<file path="src/rtl/hsa_pkg.sv">
package hsa_pkg;
  localparam int unsigned HSA_W = 8;
  localparam logic [HSA_W-1:0] HSA_SYNC = 8'hB8;
endpackage

</file>
<file path="src/rtl/hsa_window.sv">
module hsa_window #(
  parameter int unsigned W = 8
) (
  input  logic           clk_i,
  input  logic           rst_ni,
  input  logic [W-1:0]   word_i,
  output logic [2*W-1:0] win_o
);
  logic [W-1:0] prev_q;

  always_ff @(posedge clk_i or negedge rst_ni) begin
    if (!rst_ni) prev_q <= '0;
    else         prev_q <= word_i;
  end

  // earlier word in low half: bit 0 is oldest serial bit
  assign win_o = {word_i, prev_q};
endmodule

</file>
<file path="src/rtl/hsa_sync_detect.sv">
module hsa_sync_detect #(
  parameter int unsigned W     = 8,
  parameter logic [W-1:0] SYNC = 8'hB8,
  localparam int unsigned OFF_W = $clog2(W)
) (
  input  logic [2*W-1:0] win_i,
  output logic           found_o,
  output logic [OFF_W-1:0] off_o
);
  logic [W-1:0] hit;

  for (genvar k = 0; k < W; k++) begin : g_cmp
    assign hit[k] = (win_i[k +: W] == SYNC);
  end

  // lowest offset = earliest serial position wins
  always_comb begin
    found_o = 1'b0;
    off_o   = '0;
    for (int k = W - 1; k >= 0; k--) begin
      if (hit[k]) begin
        found_o = 1'b1;
        off_o   = OFF_W'(k);
      end
    end
  end
endmodule

</file>
<file path="src/rtl/hsa_lock_ctrl.sv">
module hsa_lock_ctrl #(
  parameter int unsigned W     = 8,
  parameter bit          ALIGN = 1'b1,
  localparam int unsigned OFF_W = $clog2(W)
) (
  input  logic             clk_i,
  input  logic             rst_ni,
  input  logic             en_i,
  input  logic             found_i,
  input  logic [OFF_W-1:0] off_i,
  output logic             locked_o,
  output logic [OFF_W-1:0] off_o
);
  logic             locked_q;
  logic [OFF_W-1:0] off_q;

  always_ff @(posedge clk_i or negedge rst_ni) begin
    if (!rst_ni) begin
      locked_q <= 1'b0;
      off_q    <= '0;
    end else if (!en_i) begin
      locked_q <= 1'b0;
      off_q    <= '0;
    end else if (!locked_q) begin
      if (!ALIGN) begin
        locked_q <= 1'b1;
      end else if (found_i) begin
        locked_q <= 1'b1;
        off_q    <= off_i;
      end
    end
  end

  assign locked_o = locked_q;
  assign off_o    = off_q;


  en_low_unlock_chk: assert property (@(posedge clk_i) disable iff (!rst_ni)
    !en_i |=> !locked_q);


  off_frozen_chk: assert property (@(posedge clk_i) disable iff (!rst_ni)
    (locked_q && en_i) |=> (locked_q && $stable(off_q)));

  if (ALIGN) begin : g_align_chk

    lock_needs_hit_chk: assert property (@(posedge clk_i) disable iff (!rst_ni)
      $rose(locked_q) |-> $past(found_i));
  end
endmodule

</file>
<file path="src/rtl/hsa_pack.sv">
module hsa_pack #(
  parameter int unsigned W    = 8,
  parameter bit          WIDE = 1'b0,
  localparam int unsigned OUT_W = WIDE ? 2 * W : W
) (
  input  logic             clk_i,
  input  logic             rst_ni,
  input  logic             take_i,
  input  logic [W-1:0]     byte_i,
  output logic [OUT_W-1:0] data_o,
  output logic             valid_o
);
  logic [OUT_W-1:0] data_q;
  logic             valid_q;

  if (WIDE) begin : g_wide
    logic         phase_q;
    logic [W-1:0] low_q;

    always_ff @(posedge clk_i or negedge rst_ni) begin
      if (!rst_ni) begin
        data_q  <= '0;
        valid_q <= 1'b0;
        phase_q <= 1'b0;
        low_q   <= '0;
      end else if (!take_i) begin
        valid_q <= 1'b0;
        phase_q <= 1'b0;
      end else if (!phase_q) begin
        low_q   <= byte_i;
        phase_q <= 1'b1;
        valid_q <= 1'b0;
      end else begin
        data_q  <= {byte_i, low_q};
        phase_q <= 1'b0;
        valid_q <= 1'b1;
      end
    end


    wide_pulse_chk: assert property (@(posedge clk_i) disable iff (!rst_ni)
      valid_q |=> !valid_q);
  end else begin : g_narrow
    always_ff @(posedge clk_i or negedge rst_ni) begin
      if (!rst_ni) begin
        data_q  <= '0;
        valid_q <= 1'b0;
      end else if (!take_i) begin
        valid_q <= 1'b0;
      end else begin
        data_q  <= OUT_W'(byte_i);
        valid_q <= 1'b1;
      end
    end
  end

  assign data_o  = data_q;
  assign valid_o = valid_q;
endmodule

</file>
<file path="src/rtl/hs_byte_aligner.sv">
module hs_byte_aligner
  import hsa_pkg::*;
#(
  parameter int unsigned W        = HSA_W,
  parameter logic [W-1:0] SYNC    = HSA_SYNC,
  parameter bit          ALIGN_EN = 1'b1,
  parameter bit          OUT_WIDE = 1'b0,
  localparam int unsigned OFF_W   = $clog2(W),
  localparam int unsigned OUT_W   = OUT_WIDE ? 2 * W : W
) (
  input  logic             clk_i,
  input  logic             rst_ni,
  input  logic             en_i,
  input  logic [W-1:0]     word_i,
  output logic [OUT_W-1:0] data_o,
  output logic             valid_o,
  output logic             locked_o
);
  logic             found;
  logic [OFF_W-1:0] off_new;
  logic [OFF_W-1:0] off_lk;
  logic [W-1:0]     framed;
  logic             locked;

  if (ALIGN_EN) begin : g_align
    logic [2*W-1:0] win;

    hsa_window #(.W(W)) i_window (
      .clk_i  (clk_i),
      .rst_ni (rst_ni),
      .word_i (word_i),
      .win_o  (win)
    );

    hsa_sync_detect #(.W(W), .SYNC(SYNC)) i_detect (
      .win_i   (win),
      .found_o (found),
      .off_o   (off_new)
    );

    assign framed = win[off_lk +: W];
  end else begin : g_raw
    assign found   = 1'b0;
    assign off_new = '0;
    assign framed  = word_i;
  end

  hsa_lock_ctrl #(.W(W), .ALIGN(ALIGN_EN)) i_lock (
    .clk_i    (clk_i),
    .rst_ni   (rst_ni),
    .en_i     (en_i),
    .found_i  (found),
    .off_i    (off_new),
    .locked_o (locked),
    .off_o    (off_lk)
  );

  hsa_pack #(.W(W), .WIDE(OUT_WIDE)) i_pack (
    .clk_i   (clk_i),
    .rst_ni  (rst_ni),
    .take_i  (locked && en_i),
    .byte_i  (framed),
    .data_o  (data_o),
    .valid_o (valid_o)
  );

  assign locked_o = locked;


  en_low_invalid_chk: assert property (@(posedge clk_i) disable iff (!rst_ni)
    !en_i |=> !valid_o);


  valid_needs_lock_chk: assert property (@(posedge clk_i) disable iff (!rst_ni)
    valid_o |-> locked_o);


  valid_after_lock_chk: assert property (@(posedge clk_i) disable iff (!rst_ni)
    $rose(valid_o) |-> $past(locked_o));


  always_comb begin
    if (!rst_ni) begin
      reset_idle_chk: assert (!valid_o && !locked_o);
    end
  end
endmodule

</file>
<file path="config.mk">
export PLATFORM = sky130hd
export DESIGN_NAME = hs_byte_aligner
export DESIGN_NICKNAME = d
export VERILOG_FILES = /design/src/rtl/hsa_pkg.sv /design/src/rtl/hsa_window.sv /design/src/rtl/hsa_sync_detect.sv /design/src/rtl/hsa_lock_ctrl.sv /design/src/rtl/hsa_pack.sv /design/src/rtl/hs_byte_aligner.sv
export SDC_FILE = /design/constraint.sdc
export NUM_CORES = 1
export LEC_CHECK = 0
export BUFFER_PORTS_ARGS = -buffer_cell sky130_fd_sc_hd__buf_2
export CAP_MARGIN = 20
export CORE_MARGIN = 1.5
export CORE_UTILIZATION = 59
export DETAILED_ROUTE_END_ITERATION = 8
export PLACE_DENSITY = 0.92
export REMOVE_ABC_BUFFERS = 1
export SYNTH_ARGS = -nofsm -noshare
export SYNTH_HDL_FRONTEND = slang
export SYNTH_SLANG_ARGS = --single-unit
</file>
<file path="constraint.sdc">
create_clock -name clk_i -period 2.4 [get_ports clk_i]
set_clock_uncertainty 0.15 [all_clocks]
set_input_delay 0.12 -clock clk_i [delete_from_list [all_inputs] [get_ports clk_i]]
set_output_delay 0.12 -clock clk_i [all_outputs]
set_load 0.05 [all_outputs]
</file>
==> reports/metrics.cfg, run 1 <==
[yosys]
syn_inst = 112
avgSynthCellArea_sq_um = 11.5
ys_top_cells_by_count = dfrtp_1 (21), a21oi_1 (15), nor2_1 (15)
synth.area.top_cells = dfrtp_1 (41%), mux2i_1 (11%), and4bb_2 (7.8%)
ys_seq_area_share_pct = 40.9
yosys_warnings = 0
synth_top_area_share_pct = 40.9
ys_seq_elements = 21
ys.flop_type = dfrtp_1
synth_area_sq_um = 1280
synth-edff-count = 0
synth_top_area_cell = dfrtp_1
async_flop_share_pct = 100
synth.distinct_cells = 27
synth.most_common_cell = dfrtp_1

[power_and_ir_drop]
p_per_area_nw_per_um2 = 681
intPower_uw = 586
ir_worst_vdd_mv = 0.605
p_sw_uw = 424
p_leak_uw = 0.000594
seq_power_share_pct = 44.6
swShare_pct = 41.9
pwr-share-clk_pct = 17.3
p_comb_share_pct = 38.1

[sta]
setup_viol = 0
drv_slew = 0
report.final.hold_viol_count = 0
fmax_mhz = 511
fin_setup_tns_ns = 0
layout_setup_ws_ns = 0.443
period_share_pct = 81.6
final.min_clock_period_ns = 1.96
worst_pin_slew_ns = 0.659
slew_headroom_pct = 56.1
rsz0062_at_grt = false

[setup_path]
regToRegStartpoint = i_lock.off_o[1]
start_kind = flop
crit_path_max_fanout = 14
cp.required_ns = 2.50
worstSetupEndpointType = flop
r2r_cells = 3
reg2reg_slack_ns = 0.44
regToRegEndpoint = i_pack.data_o[4]
crit_start = i_lock.off_o[1]
criticalPathCategory = reg2reg
cp.arrival_ns = 2.06

[floorplan]
rows = 16
die_h_microns = 49.7
coreArea_sq_um = 2000
io-pin-count = 21
floorplan.initialDensity_pct = 64.2
die_w_microns = 49.7
dieArea_sq_um = 2470

[run_status]
run_status = finished clean

[clock_network]
clk_latency_ns = 0.31
cts_max_level = 1
clock-sinks = 21
ctsRootBufferMaster = clkbuf_4
cts_tree = done
path_clk_slew_ns = 0.12
postCtsSetupBuffers = 0
clockBufferDepth = 2
numCtsBuffers = 3

[global_route]
grt_max_degree = 22
grt.overflow.total = 0
grt_pass1_vias = 1009
antenna_found_initial = 0
grt_pass1_wl_microns = 4690
track_usage_pct = 25.4

[place]
dp_slack_ns = 0.502
hpwl_microns = 1930
io_buffers = 20
gp_congestion = 0.883

[final_layout]
n_fill_cell = 144
final_nets = 153
drive_gt1_share_pct = 30.5
n_antenna_cell = 0
area_growth_pct = 15.5
fin_util_pct = 74.1

[min_path]
hold_class = in2async

[routing]
num_vias = 1033
drt_iter0_markers = 45
drt-pass1-iter-count = 4
wire_per_inst_microns = 16.6
postRouteAntennaNets = 0
drc = 0
wl_microns = 2790
vias_per_cell = 6.15

[run]
maxCapViolCount = 0

[repair_timing]
item / 4_1_cts / 5_1_grt
hold buffers: 10 / 0
endpoints found under the hold margin: 30 / 0
resized for setup: 0 / 0
[layout by cell type, fill, tap and decap left out]
cell type	n
mux2_2	3
nor4bb_1	2
a41o_1	1
o21ai_0	4
and4bb_2	8
a21oi_1	15
nand4_2	1
clkbuf_1	1
mux4_2	3
a31oi_1	1
buf_2	20
mux2i_1	14
nor2_1	15
nor3_1	1
a211oi_1	1
nor2_2	1
dlygate4sd3_1	10
nand2_1	4
dfrtp_1	21
clkbuf_4	3
o21ai_2	3
a221o_1	1
o21ai_4	1
mux4_1	1
nand3b_1	1
inv_1	3
and4bb_1	2
[area by class of cell]
class                      count  area, sq um  share of cell area (%)
timing repair buffer          30          200                    13.5
multi-input combinational     83          687                    46.3
clock buffer                   4         26.3                    1.77
sequential                    21          526                    35.4
inverter                       3         11.3                   0.759
tap                           27         33.8                    2.28
[layer usage]
layer  share of wire [%]  GRT usage [%]
met3                 5.1           4.85
met2                  53           44.0
met1                  41           30.7
met4                0.82           10.6
met5                   0              0
[stage by stage]
stage               instances  hold WS (ns)  area, sq um  total power, uW
global route              168         0.176         1480             1060
CTS                       168         0.148         1480             1010
detailed placement        154       -0.0506         1360              830
global placement          154       -0.0526         1360              819
floorplan                 107        -0.326         1220              731
finish                    168         0.124         1480             1010
[worst max-delay path, cell delays in order, from the launching register on]
cell and delay, ns:
dfrtp_1 0.78, mux2i_1 0.25, mux4_1 0.56, a21oi_1 0.15
[worst max-delay path by stage]
stage / to / slack [ns]
6_report: i_pack.data_o[4] / 0.44
5_1_grt: i_pack.data_o[5] / 0.36
4_1_cts: i_pack.data_o[4] / 0.47
3_5_place_dp: i_pack.data_o[4] / 0.50
3_3_place_gp: i_pack.data_o[4] / 0.60
2_1_floorplan: i_pack.data_o[4] / 0.69
[kinds of logic (layout without fill, tap and decap cells)]
| family | count (synthesis) | after routing | synth area share (%) |
|---|---|---|---|
| compound gates | 27 | 27 | 13.3 |
| buf+inv | 8 | 37 | 5.65 |
| flops | 21 | 21 | 40.9 |
| mux | 21 | 21 | 20.8 |
| simple gates | 35 | 35 | 19.3 |
[flip-flops by register name, summed over array words and instances, names as in the netlist]
| name | cells |
|---|---|
| g_align.i_window.prev_q | 8 |
| i_pack.data_o | 8 |
| i_lock.off_o | 3 |
| i_lock.locked_o | 1 |
| i_pack.valid_o | 1 |
[power groups by stage]
stage	Combinational [uW]	Sequential, uW	Clock, uW
2_1_floorplan	92.8	638	0
3_3_place_gp	365	454	0
3_5_place_dp	371	459	0
4_1_cts	385	451	175
5_1_grt	408	460	193
6_report	385	451	175
No activity file was read; power rests on OpenSTA's default activity.
==> inputs of run 2 (changes only) <==
- CORE_UTILIZATION: 59 -> 55
- PLACE_DENSITY: 0.92 -> 0.87
- clock period: 2.4 -> 1.84 ns (I/O delays scaled with it)
==> reports/metrics.cfg, run 2 (synthesized netlist as in run 1, its figures left out) <==
[final_layout]
n_fill_cell = 165  ; +15%
final_nets = 157  ; +2.6%
drive_gt1_share_pct = 32.4  ; +1.9 points
final_common_cell = dfrtp_1
n_antenna_cell = 0  ; unchanged
most-common-layout-cells = dfrtp_1 (21), buf_2 (20), nor2_1 (15), a21oi_1 (15), mux2i_1 (14)
area_growth_pct = 18.9

[routing]
drt-pass1-iter-count = 5  ; +1
drc = 0  ; unchanged
drt_iter0_markers = 23  ; -49%
wire_per_inst_microns = 14.8  ; -11%
num_vias = 1021  ; -1.2%
postRouteAntennaNets = 0  ; unchanged
wl_microns = 2550  ; -8.4%
vias_per_cell = 5.90  ; -4.0%

[place]
dp_slack_ns = 0.216  ; -0.286 ns
hpwl_microns = 1870  ; -2.9%
gp_congestion = 0.930  ; +5.3%
io_buffers = 20  ; unchanged

[setup_path]
worstSetupEndpointType = flop
cp.arrival_ns = 1.78  ; -0.28 ns
start_kind = primary input
crit_start = word_i[1]
r2r_cells = 5  ; +2
cp.required_ns = 1.94  ; -0.56 ns
crit_end = i_lock.off_o[1]
cp_cell_sequence = dlygate4sd3_1 -> buf_2 -> and4bb_2 -> o21ai_2 -> nand4_2 -> a41o_1 -> nor2_1
regToRegStartpoint = g_align.i_window.prev_q[6]
cp_slowest_cell = dlygate4sd3_1
max_stage_delay_ns = 0.54  ; -0.24 ns
regToRegEndpoint = i_lock.off_o[1]
reg2reg_slack_ns = 0.17  ; -0.27 ns
crit_path_max_fanout = 10  ; -4
criticalPathCategory = in2reg

[sta]
slew_headroom_pct = 68.9  ; +13 points
layout_setup_ws_ns = 0.155  ; -0.287 ns
report.final.hold_viol_count = 0  ; unchanged
worst_pin_slew_ns = 0.467  ; -0.192 ns
final.min_clock_period_ns = 1.68
setup_viol = 0  ; unchanged
rsz0062_at_grt = false
hold_ws_ns = 0.106  ; -0.0179 ns
drv_slew = 0  ; unchanged
period_share_pct = 91.6
fin_setup_tns_ns = 0  ; unchanged
fmax_mhz = 594

[floorplan]
io-pin-count = 21  ; unchanged
die_w_microns = 51.3  ; +3.4%
floorplan.initialDensity_pct = 58.1  ; -6.1 points
coreArea_sq_um = 2210  ; +10%
die_h_microns = 51.3  ; +3.4%
dieArea_sq_um = 2640  ; +6.8%
rows = 17  ; +1

[global_route]
track_usage_pct = 22.7  ; -2.7 points
grt.overflow.total = 0  ; unchanged
antenna_found_initial = 0  ; unchanged
grt_use_met3_pct = 3.51  ; -1.3 points
top_usage_layer = met2
grt_max_degree = 22  ; unchanged
use_met1_pct = 30.7  ; about the same
met2_usage_pct = 39.2  ; -4.8 points
grt_pass1_vias = 994  ; -1.5%
grt_pass1_wl_microns = 4510  ; -3.7%

[clock_network]
ctsRootBufferMaster = clkbuf_4
postCtsSetupBuffers = 0  ; unchanged
hold_buffers = 10  ; unchanged
ctsResizeCount = 0  ; unchanged
clockBufferDepth = 2  ; unchanged
clock-sinks = 21  ; unchanged
clk_latency_ns = 0.30  ; about the same
path_clk_slew_ns = 0.12  ; about the same
cts_max_level = 1  ; unchanged
numCtsBuffers = 3  ; unchanged
cts_tree = done

[run]
maxCapViolCount = 0  ; unchanged

[power_and_ir_drop]
p_per_area_nw_per_um2 = 860  ; +26%
p_leak_uw = 0.000619  ; +4.1%
ir_worst_vdd_mv = 0.622  ; +2.8%

[run_status]
run_status = finished clean

[min_path]
hold_class = in2async

==> run 2: worst min path at each step <==
stage                start                    endpoint  slack [ns]  depth (start not counted)
global placement    rst_ni            i_pack.data_o[0]       -0.09                          1
detailed placement  rst_ni            i_pack.data_o[0]       -0.08                          1
CTS                 rst_ni            i_pack.data_o[4]        0.11                          2
finish              rst_ni            i_pack.data_o[4]        0.11                          2
global route        rst_ni            i_pack.data_o[4]        0.16                          2
floorplan           rst_ni  g_align.i_window.prev_q[0]       -0.35                          0
==> run 2: where the power goes <==
| part | internal (uW) | switching, uW | leakage, uW |
|---|---|---|---|
| clock network | 84.3 | 138 | 0.0000150 |
| logic | 146 | 358 | 0.000350 |
| registers | 538 | 48.7 | 0.000253 |
==> run 2: worst max-delay path: cells and delay by family <==
family	cells	cell delay, ns
buffers and inverters	2	0.72
and+or+nand+nor	3	0.50
AOI/OAI and AO/OA	2	0.45
==> run 2: cell type report <==
class / instances / area [sq um] / area share, %
Timing Repair Buffer: 34 / 243 / 15.9
Inverter: 3 / 11.3 / 0.737
Sequential cell: 21 / 526 / 34.4
Multi-Input combinational cell: 83 / 687 / 45.0
Clock buffer: 4 / 26.3 / 1.72
Tap cell: 28 / 35.0 / 2.29
==> run 2: routing by layer <==
| metal | wire length (microns) | up-vias |
|---|---|---|
| met4 | 10 | 0 |
| met5 | 0 | - |
| met1 | 1170 | 498 |
| li1 | - | 493 |
| met2 | 1300 | 28 |
| met3 | 78 | 2 |
==> run 2: through the flow <==
step,area [sq um],std cells,total power (uW),utilization [%]
4_1_cts,1530,173,1330,69.1
2_1_floorplan,1220,107,954,-
3_5_place_dp,1400,159,1090,63.3
6_report,1530,173,1310,69.1
5_1_grt,1530,173,1390,69.1
3_3_place_gp,1400,159,1070,63.3
==> inputs of run 3 (changes only) <==
==> constraint.sdc (replaced) <==
create_clock -name clk_i -period 1.84 [get_ports clk_i]
set_clock_uncertainty 0.15 [all_clocks]
set_input_delay 0.184 -clock clk_i [delete_from_list [all_inputs] [get_ports clk_i]]
set_output_delay 0.184 -clock clk_i [all_outputs]
set_load 0.05 [all_outputs]
==> reports/metrics.cfg, run 3 (synthesized netlist as in run 1, its figures left out) <==
[sta]
hold_ws_ns = 0.0265  ; -0.0800 ns
period_share_pct = 96.3  ; +4.7 points
worst_pin_slew_ns = 0.469  ; +0.00145 ns
final.min_clock_period_ns = 1.77  ; +0.0869 ns
setup_viol = 0  ; unchanged
drv_slew = 0  ; unchanged
report.final.hold_viol_count = 0  ; unchanged
fmax_mhz = 564  ; -4.9%
slew_headroom_pct = 68.8  ; -0.097 points

[global_route]
grt_pass1_wl_microns = 4510  ; unchanged
track_usage_pct = 22.7  ; unchanged
grt_max_degree = 22  ; unchanged
grt_pass1_vias = 994  ; unchanged
antenna_found_initial = 0  ; unchanged
grt.overflow.total = 0  ; unchanged

[floorplan]
io-pin-count = 21  ; unchanged
rows = 17  ; unchanged
die_h_microns = 51.3  ; unchanged
dieArea_sq_um = 2640  ; unchanged
floorplan.initialDensity_pct = 58.1  ; unchanged
coreArea_sq_um = 2210  ; unchanged
die_w_microns = 51.3  ; unchanged

[setup_path]
r2r_cells = 5  ; unchanged
cp_slowest_cell = dlygate4sd3_1
regToRegEndpoint = i_lock.off_o[1]
criticalPathCategory = in2reg
crit_path_max_fanout = 10  ; unchanged
regToRegStartpoint = g_align.i_window.prev_q[6]
cp.arrival_ns = 1.81  ; +0.03 ns
reg2reg_slack_ns = 0.18  ; about the same
start_kind = primary input
cp.required_ns = 1.88  ; -0.06 ns
cp_cell_sequence = dlygate4sd3_1 -> clkbuf_4 -> and4bb_1 -> a221o_1 -> a31oi_1 -> a211oi_1
worstSetupEndpointType = flop
max_stage_delay_ns = 0.54  ; about the same

[clock_network]
clockBufferDepth = 2  ; unchanged
path_clk_slew_ns = 0.12  ; about the same
cts_max_level = 1  ; unchanged
postCtsSetupBuffers = 0  ; unchanged
numCtsBuffers = 3  ; unchanged
cts_tree = done
clock-sinks = 21  ; unchanged
clk_latency_ns = 0.30  ; about the same
ctsRootBufferMaster = clkbuf_4

[power_and_ir_drop]
p_per_area_nw_per_um2 = 853  ; -0.72%
p_leak_uw = 0.000619  ; about the same
ir_worst_vdd_mv = 0.623  ; about the same

[final_layout]
n_antenna_cell = 0  ; unchanged
seqCellArea_sq_um = 526  ; unchanged
n_fill_cell = 163  ; -1.2%
area_growth_pct = 19.6
multi_input_area_sq_um = 703  ; +2.4%
most-common-layout-cells = dfrtp_1 (21), buf_2 (19), nor2_1 (15), a21oi_1 (15), mux2i_1 (14)
design_area_sq_um = 1540  ; +0.57%
final_nets = 156  ; -0.64%
final_common_cell = dfrtp_1
drive_gt1_share_pct = 32.6  ; +0.23 points

[place]
gp_congestion = 0.930  ; unchanged
hpwl_microns = 1870  ; unchanged
placed_cell_area_sq_um = 1400  ; unchanged
io_buffers = 20  ; unchanged

[min_path]
hold_class = in2reg
holdPathEnd = i_lock.locked_o
min_path_cells = 3
min_from = en_i

[routing]
vias_per_cell = 5.97  ; +1.2%
postRouteAntennaNets = 0  ; unchanged
drt-pass1-iter-count = 4  ; -1
num_vias = 1027  ; +0.59%
drc = 0  ; unchanged
wire_per_inst_microns = 15.0  ; +1.6%
wl_microns = 2580  ; +1.0%
drt_iter0_markers = 20  ; -13%

[run]
maxCapViolCount = 0  ; unchanged

[run_status]
run_status = finished clean

## run 3: timing repair
action	CTS	global route
hold buffers	9	0
hold endpoints to repair	29	0
endpoints found under the setup margin	0	1
gates resized for setup	0	3
## run 3: worst max path at each step
| stage | from | to | cells past startpoint | slack [ns] |
|---|---|---|---|---|
| after floorplan | i_lock.off_o[1] | i_pack.data_o[4] | 3 | 0.13 |
| after global placement | g_align.i_window.prev_q[7] | i_lock.off_o[1] | 5 | 0.25 |
| after detailed placement | i_lock.off_o[1] | i_pack.data_o[4] | 4 | 0.22 |
| after CTS | word_i[1] | i_lock.off_o[1] | 7 | 0.09 |
| after global routing | word_i[3] | i_lock.off_o[0] | 7 | -0.03 |
| final | word_i[1] | i_lock.off_o[0] | 6 | 0.07 |
## run 3: critical path, delay by kind of cell
family | cells | cell delay, ns
buffers and inverters | 2 | 0.73
AO/OA/AOI/OAI | 3 | 0.66
AND/OR/NAND/NOR | 1 | 0.24
## run 3: layer usage
metal / GRT usage, % / wire, microns / up-vias
li1: - / - / 490
met4: 3.95 / 19 / 0
met1: 30.7 / 1160 / 497
met2: 39.2 / 1280 / 36
met3: 3.51 / 115 / 4
met5: 0 / 0 / -
## run 3: where the power goes
group / switching, uW / total, uW / internal [uW] / leakage [uW]
Clock: 135 / 219 / 84.3 / 0.0000150
Combinational: 359 / 505 / 146 / 0.000351
Sequential: 49.4 / 587 / 538 / 0.000253
Total: 543 / 1310 / 768 / 0.000619
## run 3: cell type report
type | count | area share (%)
Multi-Input combinational cell | 83 | 45.8
Sequential cell | 21 | 34.2
Inverter | 3 | 0.733
Timing Repair Buffer | 33 | 15.3
Clock buffer | 4 | 1.71
Tap cell | 28 | 2.28
## run 3: through the flow
step | setup WS, ns | cells | util, % | total power, uW | TNS, ns
2_1_floorplan | 0.127 | 107 | - | 954 | 0
5_1_grt | -0.0329 | 172 | 69.5 | 1390 | -0.0435
6_report | 0.0685 | 172 | 69.5 | 1310 | 0
3_3_place_gp | 0.254 | 159 | 63.3 | 1070 | 0
3_5_place_dp | 0.216 | 159 | 63.3 | 1090 | 0
4_1_cts | 0.0926 | 172 | 68.6 | 1320 | 0
